<file path="src/rtl/pcm_port_pkg.sv">
package pcm_port_pkg;
    typedef enum logic {
        FRAME_SHORT = 1'b0,
        FRAME_LONG  = 1'b1
    } frame_mode_e;

    function automatic frame_mode_e mode_of(input logic sync_level);
        return sync_level ? FRAME_LONG : FRAME_SHORT;
    endfunction
endpackage

</file>
<file path="src/rtl/pcm_fsync_sampler.sv">
module pcm_fsync_sampler (
    input  logic clk,
    input  logic rst_n,
    input  logic tick,
    input  logic fsync,
    output logic rise
);
    typedef struct packed {
        logic prev;
    } smp_t;

    smp_t smp_d, smp_q;

    always_comb begin
        smp_d = smp_q;
        if (tick) smp_d.prev = fsync;
        rise = tick && fsync && !smp_q.prev;
    end

    always_ff @(posedge clk) begin
        if (!rst_n) smp_q <= '0;
        else        smp_q <= smp_d;
    end


    rise_on_tick_chk: assert property (@(posedge clk) disable iff (!rst_n)
        rise |-> tick && fsync);
endmodule

</file>
<file path="src/rtl/pcm_rx_side.sv">
module pcm_rx_side
    import pcm_port_pkg::*;
#(
    parameter int WORD_W = 8
) (
    input  logic              clk,
    input  logic              rst_n,
    input  logic              tick,
    input  logic              fsync,
    input  logic              rise,
    input  logic              din,
    output logic [WORD_W-1:0] word,
    output logic              decode
);
    localparam int SLOT_W = $clog2(WORD_W + 1);
    localparam logic [SLOT_W-1:0] LAST_SLOT = SLOT_W'(WORD_W - 1);

    typedef struct packed {
        logic              active;
        logic [SLOT_W-1:0] slot;
        frame_mode_e       mode;
        logic [WORD_W:0]   sh;
        logic [WORD_W-1:0] word;
        logic              pending;
        logic              decode;
    } rx_t;

    rx_t rx_d, rx_q;
    logic [WORD_W:0] sh_next;
    frame_mode_e     mode_now;

    always_comb begin
        rx_d        = rx_q;
        rx_d.decode = 1'b0;
        sh_next     = {rx_q.sh[WORD_W-1:0], din};
        mode_now    = (rx_q.slot == '0) ? mode_of(fsync) : rx_q.mode;
        if (tick) begin
            if (rise) begin
                rx_d.active  = 1'b1;
                rx_d.slot    = '0;
                rx_d.sh      = sh_next;
                rx_d.decode  = rx_q.pending;
                rx_d.pending = 1'b0;
            end else if (rx_q.active) begin
                rx_d.sh   = sh_next;
                rx_d.mode = mode_now;
                if (rx_q.slot == LAST_SLOT) begin
                    rx_d.active  = 1'b0;
                    rx_d.pending = 1'b1;
                    rx_d.word    = (mode_now == FRAME_LONG) ? sh_next[WORD_W:1]
                                                            : sh_next[WORD_W-1:0];
                end else begin
                    rx_d.slot = rx_q.slot + 1'b1;
                end
            end
        end
        word   = rx_q.word;
        decode = rx_q.decode;
    end

    always_ff @(posedge clk) begin
        if (!rst_n) rx_q <= '0;
        else        rx_q <= rx_d;
    end


    decode_after_sync_chk: assert property (@(posedge clk) disable iff (!rst_n)
        decode |-> $past(tick && fsync));

    word_hold_chk: assert property (@(posedge clk) disable iff (!rst_n)
        !tick |=> $stable(word));

    rx_slot_range_chk: assert property (@(posedge clk) disable iff (!rst_n)
        rx_q.active |-> rx_q.slot <= LAST_SLOT);
endmodule

</file>
<file path="src/rtl/pcm_tx_side.sv">
module pcm_tx_side
    import pcm_port_pkg::*;
#(
    parameter int WORD_W = 8
) (
    input  logic              clk,
    input  logic              rst_n,
    input  logic              tick,
    input  logic              fsync,
    input  logic              rise,
    input  logic [WORD_W-1:0] word,
    output logic              dout,
    output logic              oe
);
    localparam int SLOT_W = $clog2(WORD_W + 1);
    localparam logic [SLOT_W-1:0] END_LONG  = SLOT_W'(WORD_W - 1);
    localparam logic [SLOT_W-1:0] END_SHORT = SLOT_W'(WORD_W);

    typedef struct packed {
        logic              active;
        logic [SLOT_W-1:0] slot;
        frame_mode_e       mode;
        logic [WORD_W-1:0] sh;
    } tx_t;

    tx_t  tx_d, tx_q;
    logic last_slot;

    always_comb begin
        tx_d      = tx_q;
        last_slot = (tx_q.mode == FRAME_LONG) ? (tx_q.slot == END_LONG)
                                              : (tx_q.slot == END_SHORT);
        if (tick) begin
            if (rise) begin
                tx_d.active = 1'b1;
                tx_d.slot   = '0;
                tx_d.sh     = word;
            end else if (tx_q.active) begin
                if (tx_q.slot == '0) begin
                    tx_d.mode = mode_of(fsync);
                    tx_d.slot = SLOT_W'(1);
                    if (fsync) tx_d.sh = tx_q.sh << 1;
                end else if (last_slot) begin
                    tx_d.active = 1'b0;
                end else begin
                    tx_d.sh   = tx_q.sh << 1;
                    tx_d.slot = tx_q.slot + 1'b1;
                end
            end
        end
        oe   = tx_q.active && ((tx_q.slot == '0) ? fsync : 1'b1);
        dout = oe && tx_q.sh[WORD_W-1];
    end

    always_ff @(posedge clk) begin
        if (!rst_n) tx_q <= '0;
        else        tx_q <= tx_d;
    end


    oe_needs_frame_chk: assert property (@(posedge clk) disable iff (!rst_n)
        oe |-> tx_q.active);

    shift_hold_chk: assert property (@(posedge clk) disable iff (!rst_n)
        !tick |=> $stable(tx_q.sh));

    tx_slot_range_chk: assert property (@(posedge clk) disable iff (!rst_n)
        tx_q.active |-> tx_q.slot <= END_SHORT);
endmodule

</file>
<file path="src/rtl/pcm_serial_port.sv">
module pcm_serial_port #(
    parameter int WORD_W = 8
) (
    input  logic              clk,
    input  logic              rst_n,
    input  logic              rx_bclk_tick,
    input  logic              rx_fsync,
    input  logic              rx_din,
    output logic [WORD_W-1:0] rx_word,
    output logic              rx_decode,
    input  logic              tx_bclk_tick,
    input  logic              tx_fsync,
    input  logic [WORD_W-1:0] tx_word,
    output logic              tx_dout,
    output logic              tx_oe
);
    logic rx_rise, tx_rise;

    pcm_fsync_sampler u_rx_sync (
        .clk(clk), .rst_n(rst_n), .tick(rx_bclk_tick), .fsync(rx_fsync), .rise(rx_rise)
    );

    pcm_fsync_sampler u_tx_sync (
        .clk(clk), .rst_n(rst_n), .tick(tx_bclk_tick), .fsync(tx_fsync), .rise(tx_rise)
    );

    pcm_rx_side #(.WORD_W(WORD_W)) u_rx (
        .clk(clk), .rst_n(rst_n), .tick(rx_bclk_tick), .fsync(rx_fsync),
        .rise(rx_rise), .din(rx_din), .word(rx_word), .decode(rx_decode)
    );

    pcm_tx_side #(.WORD_W(WORD_W)) u_tx (
        .clk(clk), .rst_n(rst_n), .tick(tx_bclk_tick), .fsync(tx_fsync),
        .rise(tx_rise), .word(tx_word), .dout(tx_dout), .oe(tx_oe)
    );


    dout_idle_chk: assert property (@(posedge clk) disable iff (!rst_n)
        !tx_oe |-> !tx_dout);
endmodule

</file>
<file path="config.mk">
export PLATFORM = sky130hd
export DESIGN_NAME = pcm_serial_port
export DESIGN_NICKNAME = d
export VERILOG_FILES = /design/src/rtl/pcm_port_pkg.sv /design/src/rtl/pcm_fsync_sampler.sv /design/src/rtl/pcm_rx_side.sv /design/src/rtl/pcm_tx_side.sv /design/src/rtl/pcm_serial_port.sv
export SDC_FILE = /design/constraint.sdc
export NUM_CORES = 1
export LEC_CHECK = 0
export BUFFER_PORTS_ARGS = -buffer_cell sky130_fd_sc_hd__clkbuf_2
export CAP_MARGIN = 15
export CORE_MARGIN = 4
export CORE_UTILIZATION = 60
export DETAILED_ROUTE_END_ITERATION = 16
export PLACE_DENSITY_LB_ADDON = 0.08
export SLEW_MARGIN = 15
export SYNTH_ARGS = -nofsm -noshare
export SYNTH_HDL_FRONTEND = slang
export SYNTH_HIERARCHICAL = 1
export SYNTH_SLANG_ARGS = --single-unit
</file>
<file path="constraint.sdc">
create_clock -name clk -period 2.4 [get_ports clk]
set_input_delay 0.48 -clock clk [delete_from_list [all_inputs] [get_ports clk]]
set_output_delay 0.48 -clock clk [all_outputs]
set_load 0.05 [all_outputs]
</file>
---- Word level (Yosys, flattened, before mapping) ----
Index checks and enable logic that the tools add are counted.
storage, ports and cells
  logic and storage cells ................. 69
  register bits ........................... 40
  output and inout bits ................... 11
operators by class
  $add $sub $neg .......................... 2
  mux-type cells .......................... 24
  bitwise gates (word level) .............. 2
  equal/unequal tests ..................... 6
  reduce and logical (&&, ||, !) cells .... 22
operator list
  kind                                                                   number
  8-bit 2-to-1 mux                                                       6
  24-bit 2-to-1 mux                                                      1
  3-bit AND reduction                                                    5
  14-bit 2-to-1 mux                                                      1
  4-bit 2-to-1 mux                                                       3
  4-bit AND reduction                                                    3
  1-bit 2-to-1 mux                                                       10
  5-bit 2-to-1 mux                                                       2
  9-bit 2-to-1 mux                                                       1
  4-bit by 1-bit adder with 4-bit output, second input constant          2
  4-bit by 3-bit equality test with 1-bit output, second input constant  2
  4-bit logical NOT                                                      2
  1-bit logical AND                                                      6
  3-bit != test, second input constant                                   2
  2-bit nonzero test                                                     3
  4-bit equality test, second input constant                             1
  1-bit logical NOT                                                      2
  2-bit != test, second input constant                                   1
  1-bit inverter                                                         2
  2-bit AND reduction                                                    1

---- Depth between registers and ports, before layout ----
Gate-level depths: netlist of run 1.
  depth in word-level cells ............... 6
  mapped depth ............................ 7

---- Hierarchy ----
Netlist of run 1, hierarchy kept.
modules (own cells, without submodules)
  module             cells each  instances  area each (um^2)
  pcm_rx_side        121         1          1107.3
  pcm_tx_side        84          1          755.7
  pcm_fsync_sampler  5           2          41.3

---- Least setup slack after synthesis of run 1 ----
Ideal clock, no wire load.
  path kind ............................... flip-flop to output port
  start point ............................. register u_tx/tx_q[9] in the netlist's numbering
  end point ............................... output port tx_dout
  arrival ................................. 1686 ps
  slack ................................... 234 ps
  required time ........................... 1920 ps
  cell stages (with the launch flop) ...... 6
  path through ............................ dfxtp_1 inv_1 ha_1 nor4b_2 nor2_2 and2_2
between the ends
  cells in the longest elaborated chain, start to end .. 4
ends and longest elaborated chain
  what                      RTL line               source
  start: declaration        pcm_tx_side.sv:26      tx_t tx_d, tx_q;
  start signal: assignment  pcm_tx_side.sv:57      else tx_q <= tx_d;
  4-bit logical NOT         pcm_tx_side.sv:51      oe = tx_q.active && ((tx_q.slot == '0) ? fsync : 1'b1);
  1-bit 2-to-1 mux          pcm_tx_side.sv:51
  1-bit logical AND         pcm_tx_side.sv:51
  net tx_oe                 pcm_serial_port.sv:15  output logic tx_oe
  1-bit logical AND         pcm_tx_side.sv:52      dout = oe && tx_q.sh[WORD_W-1];
  end: declaration          pcm_serial_port.sv:14  output logic tx_dout,
The timed path passes the listed nets, and every way through them passes these cells.

---- Final worst setup path of run 1 ----
  start point ............................. register u_tx/tx_q[9] in the netlist's numbering
  end point ............................... output port tx_dout
between the ends
  cells in the longest elaborated chain, start to end .. 4
ends and longest elaborated chain
  what               RTL line
  4-bit logical NOT  pcm_tx_side.sv:51
  1-bit 2-to-1 mux   pcm_tx_side.sv:51
  1-bit logical AND  pcm_tx_side.sv:51
  1-bit logical AND  pcm_tx_side.sv:52
No other way between the ends.

==> flow_summary.json, run 1 <==
{
  "status": "finished, final reports clean",
  "ys_warn_count": 6,
  "grt_pass1_wl_um": 6650,
  "synth_common_cells": "dfxtp_1 (40), nand2_1 (25), o21ai_0 (15)",
  "synth_mux_area_frac": 0.0682,
  "io_buffers": 25,
  "grt_pass1_vias": 1641,
  "rrSetupSlack_ns": 0.59,
  "r2r_start": "u_rx/rx_q[20]$_SDFFE_PN0P_",
  "synth-xor-area-share": 0.00900,
  "clock_latency_ns": 0.35,
  "start_util": 0.632,
  "coreArea_sq_um": 3080,
  "antenna_found_initial": 0,
  "tritoncts": "built",
  "tightest_slew_ns": 0.644,
  "ff2ff_path_depth": 6,
  "via_per_inst": 5.64,
  "yosysMostFrequentCell": "dfxtp_1",
  "synthArstFlopShare": 0,
  "synth_adder_area_share": 0.0257,
  "hold_depth": 3,
  "synth_compound_area_frac": 0.221,
  "wl_um": 3730,
  "num_vias": 1585,
  "drive_gt1_frac": 0.228,
  "period_share": 0.955,
  "cp_max_fo": 5,
  "arrival_ns": 1.81,
  "ys_types": 41,
  "synth_top_family_by_area": "compound AO/OA/AOI/OAI gates",
  "drt_iter0_markers": 128,
  "die_w_um": 64.9,
  "drc": 0,
  "cts_hold_buf": 0,
  "min_period_ns": 2.29,
  "synth-seq-area-share": 0.412,
  "synth_top_cell_area_share": 0.412,
  "place.gp.congestion": 0.821,
  "cp-start-kind": "flop",
  "synth_top_cell_by_area": "dfxtp_1",
  "hold_start": "tx_word[0]",
  "synth_area_sq_um": 1950,
  "fill_cells": 257,
  "worstSetupPathType": "flop to primary output",
  "die_y_um": 64.9,
  "synth_top_flop_cell": "dfxtp_1",
  "cap_violations": 0,
  "dieArea_sq_um": 4220,
  "avgRoutedWirePerCell_um": 13.3,
  "hold_violations": 0,
  "diodes": 0,
  "grt_overflow": 0,
  "ant_nets": 0,
  "fin_skew_ns": 0.00699,
  "p_per_area_nw_per_um2": 548,
  "cts_max_level": 2,
  "slew_headroom": 0.571,
  "syn_inst": 215,
  "path_clk_slew_ns": 0.11,
  "cts.path.max_buffers": 2,
  "min_path_type": "input port to flop",
  "nets": 255,
  "drt_pass1_iterations": 4,
  "ys_ff_latch": 40,
  "dp.cells": 273,
  "whs_endpoint": "u_tx/tx_q[0]$_SDFFE_PN0P_",
  "io_pins": 26,
  "worst_ir_drop_vdd_uv": 336,
  "synth.avg_cell_area_sq_um": 9.05,
  "leakagePower_nw": 0.889,
  "dpl.hpwl_um": 2720,
  "root_buffer": "clkbuf_4",
  "finalSetupViolCount": 0,
  "end_kind": "primary output",
  "rr_endpoint": "u_rx/word[1]$_SDFFE_PN0P_",
  "synth_edf_count": 0,
  "setup-tns-final_ns": 0,
  "synth-simple-area-share": 0.208,
  "cts.sinks": 40,
  "slew_violations": 0,
  "synth_area_leaders": "dfxtp_1 (41%), mux2i_1 (5.7%), nand2_1 (4.8%)",
  "rows": 20,
  "cts_setup_buffers": 0,
  "grt_max_degree": 41,
  "grt_use_total": 0.199,
  "area_growth_pct": 9.07,
  "final_cells": 281,
  "synth_fp_nets": 234,
  "required_ns": 1.92,
  "fmax_ghz": 0.436,
  "grt_setup_unrepaired": "no",
  "cts_inserted_buffers": 5
}
worst max-delay path by stage:
stage,endpoint,startpoint,slack (ns),cells past startpoint
3_3_place_gp,u_tx/tx_q[7]$_SDFFE_PN0P_,tx_bclk_tick,0.45,7
2_1_floorplan,tx_dout,u_tx/tx_q[9]$_SDFFE_PN0P_,0.23,5
6_report,tx_dout,u_tx/tx_q[9]$_SDFFE_PN0P_,0.11,6
4_1_cts,tx_dout,u_tx/tx_q[9]$_SDFFE_PN0P_,0.08,6
5_1_grt,tx_dout,u_tx/tx_q[9]$_SDFFE_PN0P_,0.01,6
3_5_place_dp,u_tx/tx_q[1]$_SDFFE_PN0P_,tx_bclk_tick,0.41,7
state kept, by name, indices dropped and copies added (netlist names):
name             count
u_rx/decode          1
u_rx_sync/smp_q      1
u_tx_sync/smp_q      1
u_tx/tx_q           14
u_rx/word            8
u_rx/rx_q           15
layer usage:
metal,GRT usage,routed length [um],vias to the layer above
met5,0,0,-
met4,0.0739,38,0
met3,0.0693,188,5
met2,0.374,1970,41
met1,0.199,1540,746
li1,-,-,793
worst max-delay path, stage by stage (launching register included):
cell and delay [ns]:
dfxtp_1 0.37, inv_1 0.10, ha_1 0.17, nor4b_2 0.32, nor2_2 0.10, and2_2 0.20, clkbuf_4 0.21
layout make-up:
cell class | instances | area [sq um] | share of cell area
Multi-Input combinational cell | 155 | 1030 | 0.488
Sequential cell | 40 | 801 | 0.377
Timing Repair Buffer | 27 | 143 | 0.0672
Clock buffer | 7 | 55.1 | 0.0259
Tap cell | 44 | 55.1 | 0.0259
Inverter | 7 | 26.3 | 0.0124
Clock inverter | 1 | 7.51 | 0.00354
cells by family after synthesis:
| family | count (synthesis) |
|---|---|
| compound gates | 62 |
| xor+xnor | 2 |
| flops | 40 |
| fa+ha+maj | 4 |
| mux | 12 |
| simple gates | 75 |
| buf+inv | 20 |
metrics by stage:
stage | util | hold slack [ns] | instance area (sq um) | power, mW | setup WS (ns)
global placement | 0.668 | 0.417 | 2060 | 0.805 | 0.453
CTS | 0.689 | 0.382 | 2120 | 1.17 | 0.0771
detailed placement | 0.668 | 0.432 | 2060 | 0.810 | 0.412
floorplan | - | 0.410 | 1950 | 0.773 | 0.234
global route | 0.689 | 0.384 | 2120 | 1.21 | 0.0109
finish | 0.689 | 0.386 | 2120 | 1.16 | 0.107
power by group:
group          switching (mW)  internal, mW
Sequential            0.00985         0.678
Combinational          0.0602        0.0479
Clock                   0.223         0.143
Total                   0.293         0.869
what timing repair did:
action                                  in CTS  in global routing
endpoints found under the hold margin        0                  0
endpoints found under the setup margin       0                  1
resized for setup                            0                  2
cells in the final DEF (no fill, tap or decap), drive strengths merged, types with 6 or more instances in the layout:
master	count
o211a	7
nor2	13
a21boi	13
dfxtp	40
nand3	6
or3	8
mux2i	12
o21a	8
o21ai	17
a21oi	9
inv	7
clkbuf	32
nand2	25
Note: power is estimated with default switching activity, not from simulation.
==> inputs of run 2 (changes only) <==
- CORE_UTILIZATION: 60 -> 45
- PLACE_DENSITY: not set -> 0.68
- PLACE_DENSITY_LB_ADDON: 0.08 -> not set
==> flow_summary.json, run 2 (synthesis gave the netlist of run 1 again) <==
{
  "tritoncts": "built",
  "period_share": 0.928,
  "drt_iter0_markers": 108,
  "worstSetupPathType": "flop to primary output",
  "die_w_um": 73.8,
  "via_per_inst": 5.35,
  "p_per_area_nw_per_um2": 628,
  "grt_overflow": 0,
  "drt_pass1_iterations": 5,
  "final_common_cell": "dfxtp_1",
  "status": "finished, final reports clean",
  "r2r_start": "u_rx/rx_q[20]$_SDFFE_PN0P_",
  "crit_family": "simple AND/OR/NAND/NOR gates",
  "cp-start-kind": "flop",
  "tightest_slew_ns": 0.608,
  "fin_skew_ns": 0.00533,
  "antenna_found_initial": 0,
  "grt_setup_unrepaired": "no",
  "hold_start": "rx_din",
  "finalSetupViolCount": 0,
  "cts_setup_buffers": 0,
  "root_buffer": "clkbuf_8",
  "slew_violations": 0,
  "grt_use_total": 0.150,
  "leakagePower_nw": 0.923,
  "setup_slack_ns": 0.173,
  "die_y_um": 73.8,
  "arrival_ns": 1.75,
  "io_buffers": 25,
  "cts_hold_buf": 0,
  "setup-tns-final_ns": 0,
  "cts.path.max_buffers": 2,
  "cp_slowest_cell": "dfxtp_1",
  "grt_pass1_vias": 1411,
  "cp_max_fo": 5,
  "grt_pass1_wl_um": 6340,
  "final_cell_mix": "dfxtp_1 (40), clkbuf_2 (25), nand2_1 (25), o21ai_0 (15)",
  "area_growth_pct": 12.7,
  "path_cells": "inv_1 -> ha_1 -> nor4b_2 -> nor2_2 -> and2_2 -> clkbuf_2",
  "hold_violations": 0,
  "final_area_sq_um": 2190,
  "cts.sinks": 40,
  "cp_slowest_stage_delay_ns": 0.41,
  "coreArea_sq_um": 4090,
  "fmax_ghz": 0.449,
  "diodes": 0,
  "nets": 256,
  "path_clk_slew_ns": 0.08,
  "min_path_type": "input port to flop",
  "slew_headroom": 0.595,
  "dieArea_sq_um": 5440,
  "final_cells": 288,
  "drc": 0,
  "start_util": 0.476,
  "cp.depth": 6,
  "num_vias": 1540,
  "end_kind": "primary output",
  "required_ns": 1.92,
  "dpl.hpwl_um": 2590,
  "wl_um": 3740,
  "dp_slack_ns": 0.380,
  "dp.cells": 280,
  "place.gp.congestion": 0.775,
  "cap_violations": 0,
  "hold_depth": 3,
  "critPathLaunch": "u_tx/tx_q[9]$_SDFFE_PN0P_",
  "cts_inserted_buffers": 5,
  "ant_nets": 0,
  "crit_buf_inv": 2,
  "largest_reg_flops": 15,
  "worst_ir_drop_vdd_uv": 273,
  "cts_max_level": 2,
  "avgRoutedWirePerCell_um": 13.0,
  "place_area_sq_um": 2070,
  "cts_resized": 0,
  "grt_max_degree": 36,
  "clock_latency_ns": 0.29,
  "regMostFlops": "u_rx/rx_q",
  "drive_gt1_frac": 0.235,
  "ff2ff_path_depth": 6,
  "io_pins": 26,
  "min_period_ns": 2.23,
  "rows": 23
}
## run 2: changes by cell type in the layout (fill, tap and decap cells not counted)
| cell | delta |
|---|---|
| clkbuf_1 | -1 |
| clkbuf_4 | -6 |
| buf_4 | +1 |
| clkbuf_2 | +1 |
| clkinvlp_4 | -1 |
| bufinv_16 | +1 |
| clkbuf_8 | +5 |
| clkinv_4 | +1 |
## run 2: cell type report
cell class | count | area [sq um]
fillers | 400 | 1890
multi-input cells | 155 | 1030
flip-flops and latches | 40 | 801
repair buffers | 28 | 148
clock buffers | 6 | 82.6
well taps | 50 | 62.6
clock inverters | 2 | 38.8
inverters | 7 | 26.3
## run 2: routing by layer
metal | share of wire | wire length [um] | global-route usage
met4 | 0.0064 | 24 | 0.0584
met2 | 0.45 | 1670 | 0.233
met3 | 0.050 | 186 | 0.0506
met5 | 0 | 0 | 0
met1 | 0.50 | 1860 | 0.189
## run 2: report_power, final
| group | leakage, nW | total (mW) | internal (mW) | switching [mW] |
|---|---|---|---|---|
| Sequential | 0.324 | 0.687 | 0.677 | 0.00932 |
| Clock | 0.0614 | 0.582 | 0.340 | 0.242 |
| Combinational | 0.538 | 0.110 | 0.0487 | 0.0608 |
## run 2: worst paths after layout
check | to | slack [ns]
hold reg to reg | u_rx/decode$_SDFF_PN0_ | 0.44
setup / recovery | tx_dout | 0.17
hold / removal | u_rx/rx_q[10]$_SDFFE_PN0P_ | 0.43
setup reg to reg | u_rx/word[3]$_SDFFE_PN0P_ | 0.60
## run 2: worst reg2reg max path: stages (launching register included)
cell	delay (ns)
dfxtp_1	0.35
inv_1	0.07
ha_1	0.13
nor3b_2	0.28
mux2i_4	0.50
mux2i_1	0.26
a21oi_1	0.08
## run 2: metrics by stage
step / power [mW] / hold WS [ns] / utilization
after floorplan: 0.773 / 0.410 / -
after global placement: 0.812 / 0.428 / 0.507
after detailed placement: 0.812 / 0.432 / 0.507
after CTS: 1.40 / 0.423 / 0.537
after global routing: 1.45 / 0.437 / 0.537
final: 1.38 / 0.434 / 0.537
==> inputs of run 3 (changes only) <==
- PLACE_DENSITY: 0.68 -> 0.75
==> flow_summary.json, run 3 (synthesis gave the netlist of run 1 again) <==
{
  "crit_family": "simple AND/OR/NAND/NOR gates",
  "holdWs_ns": 0.441,
  "grt_setup_unrepaired": "no",
  "sw_frac_of_total": 0.235,
  "seqPwrFrac": 0.506,
  "use_met3": 0.0342,
  "path_cells": "inv_1 -> ha_1 -> nor4b_2 -> nor2_2 -> and2_2 -> clkbuf_2",
  "use_met2": 0.233,
  "p_comb_frac": 0.080,
  "cts_inserted_buffers": 5,
  "fmax_ghz": 0.450,
  "cp_slowest_stage_delay_ns": 0.41,
  "dp_slack_ns": 0.230,
  "setup_slack_ns": 0.179,
  "final_cell_mix": "dfxtp_1 (40), clkbuf_2 (25), nand2_1 (25), o21ai_0 (15)",
  "io_buffers": 25,
  "cp_max_fo": 5,
  "via_per_inst": 5.39,
  "cp.depth": 6,
  "largest_reg_flops": 15,
  "grt_use_total": 0.155,
  "die_w_um": 73.8,
  "arrival_ns": 1.74,
  "tritoncts": "built",
  "grt_pass1_wl_um": 6700,
  "rows": 23,
  "p_int_mw": 1.04,
  "wl_um": 3740,
  "cts.path.max_buffers": 2,
  "grt_pass1_vias": 1467,
  "cp-start-kind": "flop",
  "avgRoutedWirePerCell_um": 13.0,
  "drt_pass1_iterations": 5,
  "end_kind": "primary output",
  "cp_slowest_cell": "dfxtp_1",
  "cts.sinks": 40,
  "antenna_found_initial": 0,
  "status": "finished, final reports clean",
  "drt_iter0_markers": 84,
  "die_y_um": 73.8,
  "rr_endpoint": "u_rx/word[3]$_SDFFE_PN0P_",
  "min_period_ns": 2.22,
  "num_vias": 1547,
  "diodes": 0,
  "fill_cells": 385,
  "switchingPower_uw": 319,
  "nets": 255,
  "root_buffer": "clkbuf_8",
  "ff2ff_path_depth": 6,
  "path_clk_slew_ns": 0.08,
  "fin_skew_ns": 0.00739,
  "slew_headroom": 0.591,
  "critPathLaunch": "u_tx/tx_q[9]$_SDFFE_PN0P_",
  "start_util": 0.476,
  "rrSetupSlack_ns": 0.56,
  "period_share": 0.925,
  "tightest_slew_ns": 0.613,
  "dpl.hpwl_um": 2550,
  "cts_resized": 0,
  "slew_violations": 0,
  "drive_gt1_frac": 0.232,
  "setup-tns-final_ns": 0,
  "required_ns": 1.92,
  "regMostFlops": "u_rx/rx_q",
  "hold_violations": 0,
  "met1_usage": 0.212,
  "finalSetupViolCount": 0,
  "place.gp.congestion": 0.835,
  "leakagePower_nw": 0.915,
  "crit_path_end": "tx_dout",
  "r2r_start": "u_rx/rx_q[20]$_SDFFE_PN0P_",
  "grt_overflow": 0,
  "area_growth_pct": 12.1,
  "clock_power_share": 0.414,
  "power_mw": 1.36,
  "min_path_type": "flop to flop",
  "grt_max_degree": 37,
  "cap_violations": 0,
  "dp.cells": 279,
  "cts_max_level": 2,
  "hold_start": "u_rx/rx_q[1]$_SDFFE_PN0P_",
  "cts_hold_buf": 0,
  "cts_setup_buffers": 0,
  "crit_buf_inv": 2,
  "drc": 0,
  "p_per_area_nw_per_um2": 622,
  "final_common_cell": "dfxtp_1",
  "ant_nets": 0,
  "worstSetupPathType": "flop to primary output",
  "coreArea_sq_um": 4090,
  "clock_latency_ns": 0.29,
  "io_pins": 26,
  "worst_ir_drop_vdd_uv": 404,
  "dieArea_sq_um": 5440,
  "final_cells": 287,
  "globalRoute.busiestLayer": "met2"
}
[run 3: through the flow]
stage	utilization	cell area (sq um)
2_1_floorplan	-	1950
3_3_place_gp	0.505	2060
3_5_place_dp	0.505	2060
4_1_cts	0.534	2180
5_1_grt	0.534	2180
6_report	0.534	2180
[run 3: worst min-delay path by stage]
stage                                       to  slack (ns)  cells past startpoint
CTS                 u_rx/rx_q[10]$_SDFFE_PN0P_        0.43                      3
detailed placement      u_rx/decode$_SDFF_PN0_        0.43                      2
finish                  u_rx/decode$_SDFF_PN0_        0.44                      2
global route        u_rx/rx_q[10]$_SDFFE_PN0P_        0.44                      3
global placement        u_rx/decode$_SDFF_PN0_        0.43                      2
floorplan               u_rx/decode$_SDFF_PN0_        0.41                      2
[run 3: power by group through the flow]
stage	Clock [mW]	Combinational [mW]	Sequential, mW
after floorplan	0	0.0734	0.700
after global placement	0	0.107	0.702
after detailed placement	0	0.108	0.702
after CTS	0.584	0.109	0.687
after global routing	0.617	0.121	0.689
final	0.562	0.108	0.687
[run 3: area by class of cell]
cell class,instances,area (sq um),area share
inverter,7,26.3,0.0120
clock buffer,5,68.8,0.0316
multi-input combinational,155,1030,0.474
tap,50,62.6,0.0287
clock inverter,3,47.5,0.0218
sequential,40,801,0.367
timing repair buffer,27,140,0.0643
[run 3: worst min-delay path, stage by stage, from the launching register on]
cell,delay [ns]
dfxtp_1,0.32
nand2_1,0.05
nor2_1,0.03
[run 3: metal layers]
layer,up-vias,part of all wire
met3,5,0.051
li1,792,-
met1,711,0.49
met4,0,0.013
met2,39,0.45
met5,-,0
